==> src/rtl/irq_pend_pkg.sv <==
package irq_pend_pkg;
  localparam int unsigned WORD_W = 32;

  typedef enum logic [1:0] {
    ACC_IDLE = 2'd0,
    ACC_OK   = 2'd1,
    ACC_DENY = 2'd2,
    ACC_MISS = 2'd3
  } acc_kind_e;
endpackage

==> src/rtl/irq_bus_decode.sv <==
module irq_bus_decode
  import irq_pend_pkg::*;
#(
  parameter int unsigned           ADDR_W    = 12,
  parameter logic [ADDR_W-1:0]     BASE_ADDR = 'h280,
  parameter int unsigned           N_WORD    = 2,
  localparam int unsigned          IDX_W     = (N_WORD > 1) ? $clog2(N_WORD) : 1
) (
  input  logic              sel_i,
  input  logic [ADDR_W-1:0] addr_i,
  input  logic              priv_i,
  output acc_kind_e         kind_o,
  output logic [IDX_W-1:0]  idx_o
);
  logic [ADDR_W-1:0] offs;
  logic              in_range;

  always_comb begin
    offs     = addr_i - BASE_ADDR;
    in_range = (addr_i >= BASE_ADDR) && (offs[1:0] == 2'b00)
               && ((offs >> 2) < ADDR_W'(N_WORD));
    idx_o    = offs[2 +: IDX_W];
    if (!sel_i)       kind_o = ACC_IDLE;
    else if (!priv_i) kind_o = ACC_DENY;
    else if (in_range) kind_o = ACC_OK;
    else              kind_o = ACC_MISS;
  end
endmodule

==> src/rtl/irq_edge_set.sv <==
module irq_edge_set #(
  parameter int unsigned N_IRQ = 64
) (
  input  logic             clk_i,
  input  logic             rst_ni,
  input  logic [N_IRQ-1:0] req_i,
  output logic [N_IRQ-1:0] rise_o
);
  logic [N_IRQ-1:0] req_q;

  always_ff @(posedge clk_i or negedge rst_ni) begin
    if (!rst_ni) req_q <= '0;
    else         req_q <= req_i;
  end

  assign rise_o = req_i & ~req_q;
endmodule

==> src/rtl/irq_pend_bank.sv <==
module irq_pend_bank #(
  parameter int unsigned N_IRQ = 64
) (
  input  logic             clk_i,
  input  logic             rst_ni,
  input  logic [N_IRQ-1:0] set_i,
  input  logic [N_IRQ-1:0] clr_i,
  input  logic [N_IRQ-1:0] ack_i,
  output logic [N_IRQ-1:0] pend_o
);
  logic [N_IRQ-1:0] pend_q, pend_d;

  // hardware set has priority so no request is lost
  assign pend_d = (pend_q & ~(clr_i | ack_i)) | set_i;

  always_ff @(posedge clk_i or negedge rst_ni) begin
    if (!rst_ni) pend_q <= '0;
    else         pend_q <= pend_d;
  end

  assign pend_o = pend_q;

  a_r4_clear_takes: assert property (@(posedge clk_i) disable iff (!rst_ni)
    (clr_i != '0) |=> ((pend_q & $past(clr_i) & ~$past(set_i)) == '0));

  a_r5_hold_unselected: assert property (@(posedge clk_i) disable iff (!rst_ni)
    1'b1 |=> ((~pend_q & $past(pend_q & ~clr_i & ~ack_i)) == '0));

  a_r10_set_wins: assert property (@(posedge clk_i) disable iff (!rst_ni)
    (set_i != '0) |=> ((pend_q & $past(set_i)) == $past(set_i)));
endmodule

==> src/rtl/irq_active_bank.sv <==
module irq_active_bank #(
  parameter int unsigned N_IRQ = 64,
  localparam int unsigned ID_W = $clog2(N_IRQ)
) (
  input  logic             clk_i,
  input  logic             rst_ni,
  input  logic             ack_valid_i,
  input  logic [ID_W-1:0]  ack_id_i,
  input  logic             eret_valid_i,
  input  logic [ID_W-1:0]  eret_id_i,
  output logic [N_IRQ-1:0] ack_mask_o,
  output logic [N_IRQ-1:0] act_o
);
  logic [N_IRQ-1:0] act_q, eret_mask;

  always_comb begin
    ack_mask_o = '0;
    eret_mask  = '0;
    for (int i = 0; i < N_IRQ; i++) begin
      ack_mask_o[i] = ack_valid_i  && (ack_id_i  == ID_W'(i));
      eret_mask[i]  = eret_valid_i && (eret_id_i == ID_W'(i));
    end
  end

  always_ff @(posedge clk_i or negedge rst_ni) begin
    if (!rst_ni) act_q <= '0;
    else         act_q <= (act_q & ~eret_mask) | ack_mask_o;
  end

  assign act_o = act_q;

  a_r12_ack_sets: assert property (@(posedge clk_i) disable iff (!rst_ni)
    ack_valid_i |=> act_q[$past(ack_id_i)]);

  a_r12_eret_clears: assert property (@(posedge clk_i) disable iff (!rst_ni)
    (eret_valid_i && !(ack_valid_i && ack_id_i == eret_id_i)) |=> !act_q[$past(eret_id_i)]);
endmodule

==> src/rtl/irq_clrpend_bank.sv <==
module irq_clrpend_bank
  import irq_pend_pkg::*;
#(
  parameter int unsigned       N_IRQ     = 64,
  parameter int unsigned       ADDR_W    = 12,
  parameter logic [ADDR_W-1:0] BASE_ADDR = 'h280,
  localparam int unsigned      ID_W      = $clog2(N_IRQ),
  localparam int unsigned      N_WORD    = N_IRQ / WORD_W,
  localparam int unsigned      IDX_W     = (N_WORD > 1) ? $clog2(N_WORD) : 1
) (
  input  logic              clk_i,
  input  logic              rst_ni,
  input  logic [N_IRQ-1:0]  irq_req_i,
  input  logic              ack_valid_i,
  input  logic [ID_W-1:0]   ack_id_i,
  input  logic              eret_valid_i,
  input  logic [ID_W-1:0]   eret_id_i,
  input  logic              bus_sel_i,
  input  logic              bus_we_i,
  input  logic [ADDR_W-1:0] bus_addr_i,
  input  logic [WORD_W-1:0] bus_wdata_i,
  input  logic              bus_priv_i,
  output logic [WORD_W-1:0] bus_rdata_o,
  output logic              bus_err_o,
  output logic [N_IRQ-1:0]  pend_o,
  output logic [N_IRQ-1:0]  active_o
);
  acc_kind_e         kind;
  logic [IDX_W-1:0]  idx;
  logic [N_IRQ-1:0]  rise, clr_mask, ack_mask, pend;
  logic [WORD_W-1:0] rd_word;
  logic              acc_ok;

  irq_bus_decode #(
    .ADDR_W(ADDR_W), .BASE_ADDR(BASE_ADDR), .N_WORD(N_WORD)
  ) u_dec (
    .sel_i(bus_sel_i), .addr_i(bus_addr_i), .priv_i(bus_priv_i),
    .kind_o(kind), .idx_o(idx)
  );

  irq_edge_set #(.N_IRQ(N_IRQ)) u_edge (
    .clk_i(clk_i), .rst_ni(rst_ni), .req_i(irq_req_i), .rise_o(rise)
  );

  irq_active_bank #(.N_IRQ(N_IRQ)) u_act (
    .clk_i(clk_i), .rst_ni(rst_ni),
    .ack_valid_i(ack_valid_i), .ack_id_i(ack_id_i),
    .eret_valid_i(eret_valid_i), .eret_id_i(eret_id_i),
    .ack_mask_o(ack_mask), .act_o(active_o)
  );

  irq_pend_bank #(.N_IRQ(N_IRQ)) u_pend (
    .clk_i(clk_i), .rst_ni(rst_ni), .set_i(rise), .clr_i(clr_mask),
    .ack_i(ack_mask), .pend_o(pend)
  );

  assign acc_ok = (kind == ACC_OK);

  for (genvar w = 0; w < N_WORD; w++) begin : g_word
    assign clr_mask[w*WORD_W +: WORD_W] =
      (acc_ok && bus_we_i && idx == IDX_W'(w)) ? bus_wdata_i : '0;
  end

  always_comb begin
    rd_word = '0;
    for (int w = 0; w < N_WORD; w++)
      if (idx == IDX_W'(w)) rd_word = pend[w*WORD_W +: WORD_W];
  end

  always_ff @(posedge clk_i or negedge rst_ni) begin
    if (!rst_ni) begin
      bus_rdata_o <= '0;
      bus_err_o   <= 1'b0;
    end else begin
      bus_rdata_o <= (acc_ok && !bus_we_i) ? rd_word : '0;
      bus_err_o   <= (kind == ACC_DENY);
    end
  end

  assign pend_o = pend;

  a_r7_deny_err: assert property (@(posedge clk_i) disable iff (!rst_ni)
    (bus_sel_i && !bus_priv_i) |=> (bus_err_o && bus_rdata_o == '0));

  a_r7_err_one_cycle: assert property (@(posedge clk_i) disable iff (!rst_ni)
    !bus_sel_i |=> !bus_err_o);

  a_r6_active_kept: assert property (@(posedge clk_i) disable iff (!rst_ni)
    (!ack_valid_i && !eret_valid_i) |=> $stable(active_o));

  a_r11_miss_quiet: assert property (@(posedge clk_i) disable iff (!rst_ni)
    (kind == ACC_MISS) |=> (!bus_err_o && bus_rdata_o == '0));
endmodule

==> config.mk <==
export PLATFORM = sky130hd
export DESIGN_NAME = irq_clrpend_bank
export DESIGN_NICKNAME = d
export VERILOG_FILES = /design/src/rtl/irq_pend_pkg.sv /design/src/rtl/irq_bus_decode.sv /design/src/rtl/irq_edge_set.sv /design/src/rtl/irq_pend_bank.sv /design/src/rtl/irq_active_bank.sv /design/src/rtl/irq_clrpend_bank.sv
export SDC_FILE = /design/constraint.sdc
export NUM_CORES = 1
export LEC_CHECK = 0
export CAP_MARGIN = 20
export CORE_MARGIN = 3
export CORE_UTILIZATION = 59
export CTS_BUF_LIST = sky130_fd_sc_hd__clkbuf_4
export CTS_CLUSTER_DIAMETER = 30
export CTS_CLUSTER_SIZE = 24
export DETAILED_ROUTE_END_ITERATION = 10
export DONT_BUFFER_PORTS = 1
export GPL_ROUTABILITY_DRIVEN = 1
export PLACE_DENSITY = 0.9
export SETUP_SLACK_MARGIN = 0.4
export SLEW_MARGIN = 0
export SYNTH_ARGS = -nofsm -noshare
export SYNTH_HDL_FRONTEND = slang
export SYNTH_HIERARCHICAL = 1
export SYNTH_SLANG_ARGS = --single-unit
==> constraint.sdc <==
create_clock -name clk_i -period 0.8 [get_ports clk_i]
set_clock_uncertainty 0.1 [all_clocks]
set_input_delay 0.08 -clock clk_i [delete_from_list [all_inputs] [get_ports clk_i]]
set_output_delay 0.08 -clock clk_i [all_outputs]
set_load 0.005 [all_outputs]
# Yosys cells after proc, flatten, opt, wreduce, memory -nomap -nowiden
# Cells that the tools add are included.
[word_totals]
latch_bits = 0
regBits = 225
romBits = 0
n_memories = 0
ram_bits = 0
[classes]
n_reduce_logical = 138
n_lt_le_gt_ge = 2
eq_ne = 128
shifts = 0
bitwise_logic = 10
mux = 7
n_addsub = 1
div = 0
multipliers = 0
[ops]
columns = ["op", "n"]
rows = [
  ["$eq A6 B6 Y1 const B", 64],
  ["$and A64 B64 Y64", 3],
  ["$eq A6 B5 Y1 const B", 32],
  ["$not A64 Y64", 3],
  ["$or A64 B64 Y64", 3],
  ["$logic_and A1 B1 Y1", 134],
  ["$mux W32", 4],
  ["$eq A6 B4 Y1 const B", 16],
  ["$eq A6 B3 Y1 const B", 8],
  ["$eq A6 B2 Y1 const B", 4],
  ["$eq A6 B1 Y1 const B", 2],
  ["$ge A12 B10 Y1 const B", 1],
  ["$logic_not A6 Y1", 2],
  ["$sub A12 B10 Y12 const B", 1],
  ["$lt A10 B2 Y1 const B", 1],
  ["$mux W2", 3],
  ["$eq A2 B1 Y1 const B", 1],
  ["$eq A2 B2 Y1 const B", 1],
  ["$logic_not A2 Y1", 1],
  ["$logic_not A1 Y1", 1],
  ["$not A1 Y1", 1],
]

# Depth between registers and ports, before layout
# Gate-level depths: netlist of run 1.
[depth]
depth_word = 15
depth_mapped = 10
ltp_nobuf = 9

# Modules after synthesis
# Netlist of run 1, hierarchy kept.
[by_module_without_submodules]
columns = ["mod", "instances", "area_each_um2", "cells_per_inst"]
rows = [
  ["irq_active_bank", 1, 2901.5, 323],
  ["irq_edge_set", 1, 2482.4, 128],
  ["irq_pend_bank", 1, 2322.2, 192],
  ["irq_clrpend_bank", 1, 1830.5, 179],
  ["irq_bus_decode", 1, 106.4, 16],
]

# Worst setup path before layout of run 1
# Ideal clock, no wire load.
[synth_path]
path_type = "input to register"
start = "input bus_addr_i[7]"
end = "register u_pend.pend_q[15], in the netlist u_pend/pend_o[15]"
slack_ps = -1229
stages = 10
arrival_ps = 1811
required_time_ps = 582
path_buffers = 1
cell_sequence = "inv_1 > ha_1 > or3b_1 > o22ai_1 > a31oi_1 > nor4bb_4 > clkbuf_2 > and2_1 > nor2_1 > a21o_1"
[synth_via]
elab_chain_cells = 14
word_cells_on_any_way = 16
[synth_rtl]
columns = ["item", "line", "text"]
rows = [
  ["start, declared", "irq_clrpend_bank.sv:20", "input logic [ADDR_W-1:0] bus_addr_i,"],
  ["$sub A12 B10 Y12 / $ge A12 B10 Y1 (equally long branches)", "irq_bus_decode.sv:19, irq_bus_decode.sv:20", ""],
  ["$lt A10 B2 Y1 / $logic_and A1 B1 Y1 (equally long branches)", "irq_bus_decode.sv:21, irq_bus_decode.sv:20", ""],
  ["$logic_and A1 B1 Y1 (*)", "irq_bus_decode.sv:21", "&& ((offs >> 2) < ADDR_W'(N_WORD));"],
  ["$mux W2 (*)", "irq_bus_decode.sv:25", "else if (in_range) kind_o = ACC_OK;"],
  ["$mux W2 (*)", "irq_bus_decode.sv:24", "else if (!priv_i) kind_o = ACC_DENY;"],
  ["$mux W2 (*)", "irq_bus_decode.sv:23", "if (!sel_i) kind_o = ACC_IDLE;"],
  ["via kind[1]", "irq_clrpend_bank.sv:28", "acc_kind_e kind;"],
  ["$eq A2 B1 Y1 (*)", "irq_clrpend_bank.sv:57", "assign acc_ok = (kind == ACC_OK);"],
  ["$logic_and A1 B1 Y1 (*) (2 in a row)", "irq_clrpend_bank.sv:61", "(acc_ok && bus_we_i && idx == IDX_W'(w)) ? bus_wdata_i : '0;"],
  ["$mux W32 (*)", "irq_clrpend_bank.sv:61", ""],
  ["via clr_mask[15]", "irq_clrpend_bank.sv:30", "logic [N_IRQ-1:0] rise, clr_mask, ack_mask, pend;"],
  ["$or A64 B64 Y64 (*)", "irq_pend_bank.sv:14", "assign pend_d = (pend_q & ~(clr_i | ack_i)) | set_i;"],
  ["$not A64 Y64 (*)", "irq_pend_bank.sv:14", ""],
  ["$and A64 B64 Y64 (*)", "irq_pend_bank.sv:14", ""],
  ["$or A64 B64 Y64 (*)", "irq_pend_bank.sv:14", ""],
  ["via u_pend.pend_d[15]", "irq_pend_bank.sv:11", "logic [N_IRQ-1:0] pend_q, pend_d;"],
  ["end signal, assigned", "irq_pend_bank.sv:18", "else pend_q <= pend_d;"],
  ["end, declared", "irq_pend_bank.sv:11", ""],
]
# The timed path passes the listed nets; every way through them passes the cells marked *.

# Worst setup path after layout of run 1
[layout_path]
start = "input bus_addr_i[8]"
end = "register u_pend.pend_q[1], in the netlist u_pend/pend_o[1]"
# The elaborated chain is that of the path after synthesis.

==> impl_metrics.csv, run 1 <==
group,metric,value,unit
critical_path,required,1.24,ns
critical_path,path_class,"primary input to register",
floorplanning,coreArea,15900,µm²
run,drv_cap,0,
routing,wirelength,47300,µm
placed_design,gp_congestion,0.857,
routing,wire_per_inst,32.5,µm
synthesis,async_flop_share,100,%
global_route,grt_max_degree,226,
final_layout,final_util,92.6,%
power,comb_power_share,21.8,%
clocking,clock_sinks,225,
floorplanning,rows,46,
floorplanning,pin_count,288,
sta,finalCriticalPeriod,1.62,ns
clocking,cts_tree,"yes",
clocking,cts_buffers,41,
routing,antenna_left,0,
sta,final.period_utilization,203,%
synthesis,synth-edff-count,0,
clocking,path_clk_slew,0.11,ns
status,status,"complete, but fails checks",
placed_design,placed_area,11300,µm²
power,switching_power,0.00901,W
global_route,grt_first_pass_wirelength,58000,µm
sta,rsz0062_at_grt,"true",
sta,worstMarginPinSlew,0.469,ns
critical_path,start_kind,"primary input",
sta,slew_headroom,68.5,%
routing,first_pass_iters,6,
power,p_per_area,2000,nW/µm²
clocking,clock_latency,0.65,ns
power,power.leakage,6.58,nW
clocking,cts-root-buf,"clkbuf_4",
synthesis,synthCells,838,
synthesis,synth_area_per_cell,11.5,µm²
critical_path,critPathArrivalTime,2.06,ns
clocking,cts_hold_buf,64,
power,pwr-share-clk,32.4,%
final_layout,layout-drive-gt1-share,47.8,%
sta,fmax,616,MHz
sta,setup_slack,-0.823,ns
synthesis,ys_ff_latch,225,
placed_design,post-place-ws,-1.42,ns
global_route,grt_antenna_before_repair,2,
power,swShare,30.4,%
synthesis,yosys_most_used_dff,"dfrtp_1",
floorplanning,initial_core_util,60.5,%
routing,drtIter0Drc,1460,
floorplanning,fp.dieArea,17900,µm²
clocking,cts_max_path_buffers,3,
sta,finalSetupViolations,321,
global_route,overflow,0,
power,irDropWorstVdd,1310,µV
power,p_int,0.0206,W
final_layout,final_common_cell,"dfrtp_1",
final_layout,layout_common_cells,"dfrtp_1, buf_6, nor2_1, buf_4, o21ai_1",
floorplanning,die_w,134,µm
power,p_seq_share,45.8,%
final_layout,fin_nets,1336,
global_route,grt_pass1_vias,9527,
sta,hold_ws,-1.00,ns
synthesis,seq_area_frac_synth,58.4,%
synthesis,synth_warnings,6,
clocking,ctsHtreeMaxLevel,2,
critical_path,worst_setup_path_end_kind,"register",
synthesis,synth_nets,967,
hold_path,min-delay-path-class,"primary input to async pin",
floorplanning,die_h,134,µm
routing,drc,0,
synthesis,synth.distinct_cells,36,
routing,num_vias,9931,
routing,viasPerCell,6.83,
global_route,grt_usage,43.1,%
placed_design,portBuffers,0,
sta,final_max_slew_viol_count,0,
critical_path,crit_path_max_fanout,6,
placed_design,place_hpwl,20100,µm
synthesis,syn-cell-area,9640,µm²
sta,hold_viol,448,
status,violations,"negative hold slack, negative setup slack",
final_layout,area_growth,53.2,%
final_layout,stdcell_area,14800,µm²
## routing by layer
metal | vias to the layer above | track usage, % | share of wire (%)
li1 | 3582 | - | -
met1 | 4707 | 47.6 | 31
met2 | 1196 | 71.5 | 45
met3 | 446 | 14.3 | 14
met4 | 0 | 28.1 | 10
met5 | - | 0 | 0
## cell families after synthesis
kind of cell	share of synthesized area (%)
DFF	58.4
muxes	3.32
adders and majority gates	0.259
buffers and inverters	2.23
AOI/OAI and AO/OA	11.8
and+or+nand+nor	24.0
## power by group through the flow
stage | registers (W) | logic [W] | clock network [W]
after floorplan | 0.0133 | 0.00154 | 0
after global placement | 0.0133 | 0.00314 | 0
after detailed placement | 0.0134 | 0.00332 | 0
after CTS | 0.0133 | 0.00494 | 0.00890
after global routing | 0.0136 | 0.00659 | 0.00988
final | 0.0136 | 0.00646 | 0.00958
## repair_timing
action	4_1_cts	5_1_grt
setup endpoints to repair	322	322
pin swaps	4	4
hold endpoints to repair	450	450
resized for setup	199	143
setup buffers	77	42
cloned	4	4
## state kept, by name (all words and copies together), names as in the netlist
register	cells
bus_err_o	1
bus_rdata_o	32
u_act/act_o	64
u_edge/req_q	64
u_pend/pend_o	64
## layout make-up
class,instances,area (µm²)
Clock buffer,49,368
Fill cell,478,1170
Timing Repair Buffer,362,3800
Sequential cell,225,5630
Antenna cell,3,7.51
Clock inverter,23,226
Inverter,4,32.5
Tap cell,216,270
Multi-Input combinational cell,573,4430
## critical path, stage by stage
cell,delay [ns]
inv_12,0.02
ha_4,0.15
or3b_4,0.40
o22ai_4,0.20
a31oi_4,0.14
nor4bb_4,0.30
buf_6,0.23
buf_8,0.15
and2_4,0.16
nor2_2,0.05
a21o_1,0.19
## through the flow
step	hold WS, ns	instances	setup TNS (ns)	total power (W)
6_report	-1.00	1455	-169.60	0.0296
5_1_grt	-1.01	1454	-177.89	0.0301
4_1_cts	-1.01	1406	-149.50	0.0271
3_5_place_dp	-0.310	1189	-141.22	0.0167
3_3_place_gp	-0.309	1189	-134.30	0.0165
2_1_floorplan	-0.316	838	-115.09	0.0148
## cell usage after synthesis (all sizes together) (2+ instances only)
cell | count | area [µm²]
a21o | 64 | 480
and2 | 65 | 407
buf | 15 | 118
clkbuf | 21 | 82.6
dfrtp | 225 | 5630
ha | 2 | 25.0
inv | 4 | 15.0
mux2i | 32 | 320
nand2 | 10 | 37.5
nand3 | 8 | 40.0
nand3b | 4 | 30.0
nand4 | 2 | 12.5
nand4b | 5 | 43.8
nand4bb | 6 | 67.6
nor2 | 162 | 621
nor2b | 69 | 912
o21ai | 128 | 641
or3b | 4 | 35.0
or4b | 4 | 47.6
## final timing paths
path | startpoint | to | slack [ns] | depth (start not counted)
worst max register to register | u_pend/pend_o[60] | bus_rdata_o[28] | -0.49 | 4
worst max-delay path | bus_addr_i[8] | u_pend/pend_o[1] | -0.82 | 11
max in group asynchronous | rst_ni | u_edge/req_q[50] | 1.21 | 0
worst min-delay path | rst_ni | u_act/act_o[37] | -1.00 | 0
worst min register to register | u_pend/pend_o[43] | u_pend/pend_o[43] | 0.45 | 1
min in group clk_i | bus_addr_i[2] | bus_rdata_o[29] | -0.44 | 2
Power figures use the tool's default switching activity.
==> run 2, diff against run 1 <==
- TNS_END_PERCENT: unset -> 30
==> run 2 against run 1 <==
Effect of this change: the run still ends with negative hold slack, negative setup slack left; sequential share of layout area rose by 3.4 points; worst hold slack improved by 0.014 ns; final area fell by 8.1%; combinational power fell by 28%; register-to-register slack improved by 0.05 ns; fmax rose by 3.0%; wire length fell by 16%; first-iteration DRC count fell by 34%; die area did not move; global-route usage fell by 5.1 points; sequential power barely moved.
==> impl_metrics.csv, run 2 (synthesis results as in run 1) <==
group,metric,value,unit
status,status,"complete, but fails checks",
status,violations,"negative hold slack, negative setup slack",
global_route,grt_first_pass_wirelength,52000,µm
final_layout,final-instance-count-excl-fill,1391,
global_route,grt_pass1_vias,9024,
final_layout,diodes,0,
hold_path,min-delay-path-class,"primary input to async pin",
critical_path,worst_setup_path_end_kind,"register",
power,power.leakage,6.09,nW
final_layout,stdcell_area,13600,µm²
final_layout,fill_cells,739,
clocking,path_clk_slew,0.10,ns
critical_path,cp_cell_sequence,"inv_12 > ha_4 > or3b_1 > o22ai_2 > a31oi_4 > and4b_4 > buf_12 > and2_1 > nor2_1 > a21o_1",
power,p_int,0.0190,W
final_layout,fin_nets,1273,
critical_path,path_class,"primary input to register",
floorplanning,initial_core_util,60.5,%
routing,drtIter0Drc,970,
global_route,grt_max_degree,226,
routing,drc,0,
critical_path,critPathArrivalTime,2.01,ns
sta,setup_slack,-0.777,ns
floorplanning,die_w,134,µm
power,comb_power_share,17.1,%
floorplanning,die_h,134,µm
placed_design,placed_area,11200,µm²
global_route,grt_antenna_before_repair,0,
sta,worstMarginPinSlew,0.527,ns
final_layout,area_growth,40.7,%
power,swShare,29.8,%
final_layout,final_common_cell,"dfrtp_1",
floorplanning,coreArea,15900,µm²
clocking,cts-root-buf,"clkbuf_4",
final_layout,layout-drive-gt1-share,41.9,%
run,drv_cap,0,
clocking,cts_tree,"yes",
clocking,ctsHtreeMaxLevel,2,
power,p_per_area,1990,nW/µm²
sta,hold_ws,-0.987,ns
sta,slew_headroom,64.6,%
sta,finalSetupViolations,282,
routing,first_pass_iters,5,
floorplanning,rows,46,
clocking,cts_max_path_buffers,3,
sta,final.period_utilization,197,%
critical_path,required,1.23,ns
sta,hold_viol,445,
placed_design,dpl.cell_count,1199,
clocking,cts_hold_buf,64,
routing,num_vias,8815,
final_layout,layout_common_cells,"dfrtp_1, buf_4, nor2_1, o21ai_1, buf_6",
final_layout,final_util,85.1,%
floorplanning,fp.dieArea,17900,µm²
clocking,cts_buffers,41,
placed_design,gp_congestion,0.901,
global_route,grt_usage,38.0,%
critical_path,crit_slowest_cell,"and4b_4",
floorplanning,pin_count,288,
routing,wire_per_inst,28.6,µm
global_route,overflow,0,
routing,antenna_left,0,
routing,viasPerCell,6.34,
power,p_seq_share,49.5,%
routing,wirelength,39800,µm
sta,rsz0062_at_grt,"true",
sta,final_max_slew_viol_count,0,
sta,finalCriticalPeriod,1.58,ns
power,pwr-share-clk,33.4,%
placed_design,place_hpwl,20000,µm
critical_path,crit_path_max_fanout,8,
sta,fmax,634,MHz
clocking,clock_latency,0.66,ns
critical_path,start_kind,"primary input",
power,irDropWorstVdd,2110,µV
clocking,clock_sinks,225,
placed_design,portBuffers,0,
critical_path,max_stage_delay,0.47,ns
critical_path,worstRegToRegCells,4,
power,switching_power,0.00804,W
==> run 2: cell types whose count changed in the layout (fill, tap and decap cells not counted), moves of 6 or more <==
| cell | previous run | this run |
|---|---|---|
| nand4bb_4 | 6 | 0 |
| and2_4 | 39 | 48 |
| buf_6 | 168 | 90 |
| o21ai_2 | 35 | 13 |
| nand4bb_1 | 0 | 6 |
| o21ai_4 | 6 | 0 |
| o21ai_0 | 0 | 15 |
| buf_4 | 110 | 132 |
| and2_1 | 26 | 17 |
| o21ai_1 | 87 | 100 |
==> run 2: what timing repair did <==
action | in CTS | in global routing
pin swaps | 0 | 8
gates resized for setup | 71 | 221
buffers inserted | 30 | 18
endpoints found under the hold margin | 450 | 450
endpoints found under the setup margin | 322 | 322
gates cloned | 0 | 6
==> run 2: layout make-up <==
type | count | area (µm²) | share of cell area, %
multi-input combinational | 573 | 4150 | 30.6
clock inverter | 29 | 228 | 1.68
clock buffer | 45 | 338 | 2.49
tap | 216 | 270 | 1.99
sequential | 225 | 5630 | 41.5
timing repair buffer | 299 | 2920 | 21.5
inverter | 4 | 32.5 | 0.240
==> run 2: worst paths after layout <==
check	slack, ns	start	to
max in group asynchronous	1.11	rst_ni	u_pend/pend_o[29]
worst max register to register	-0.44	u_pend/pend_o[3]	bus_rdata_o[3]
worst max-delay path	-0.78	bus_addr_i[8]	u_pend/pend_o[41]
worst min-delay path	-0.99	rst_ni	u_act/act_o[55]
min in group clk_i	-0.45	bus_addr_i[2]	bus_rdata_o[31]
worst min register to register	0.42	u_act/act_o[48]	u_act/act_o[48]
==> run 2: per-stage QoR <==
stage                     TNS [ns]  total power [W]  setup WS, ns  hold slack, ns
after floorplan            -118.47           0.0146         -1.16          -0.316
after global placement     -137.50           0.0164         -1.28          -0.308
after detailed placement   -145.49           0.0166         -1.36          -0.309
after CTS                  -147.08           0.0257        -0.692           -1.02
after global routing       -160.28           0.0277        -0.771           -1.03
final                      -155.10           0.0270        -0.777          -0.987
==> run 2: critical path, delay by kind of cell <==
family          cells  cell delay [ns]
compound gates      3             0.53
buf+inv             2             0.19
fa+ha+maj           1             0.14
simple gates        4             1.06
==> run 2: power by group through the flow <==
stage | Clock, W | Combinational, W | Sequential [W]
after floorplan | 0 | 0.00137 | 0.0133
after global placement | 0 | 0.00310 | 0.0133
after detailed placement | 0 | 0.00325 | 0.0134
after CTS | 0.00861 | 0.00394 | 0.0132
after global routing | 0.00945 | 0.00482 | 0.0134
final | 0.00902 | 0.00463 | 0.0134
==> run 2: routing by layer <==
layer	up-vias	GRT usage, %	routed length [µm]
li1	3455	-	-
met1	4303	42.0	13000
met2	817	65.0	19200
met3	240	11.6	4520
met4	0	22.4	3080
met5	-	0	0
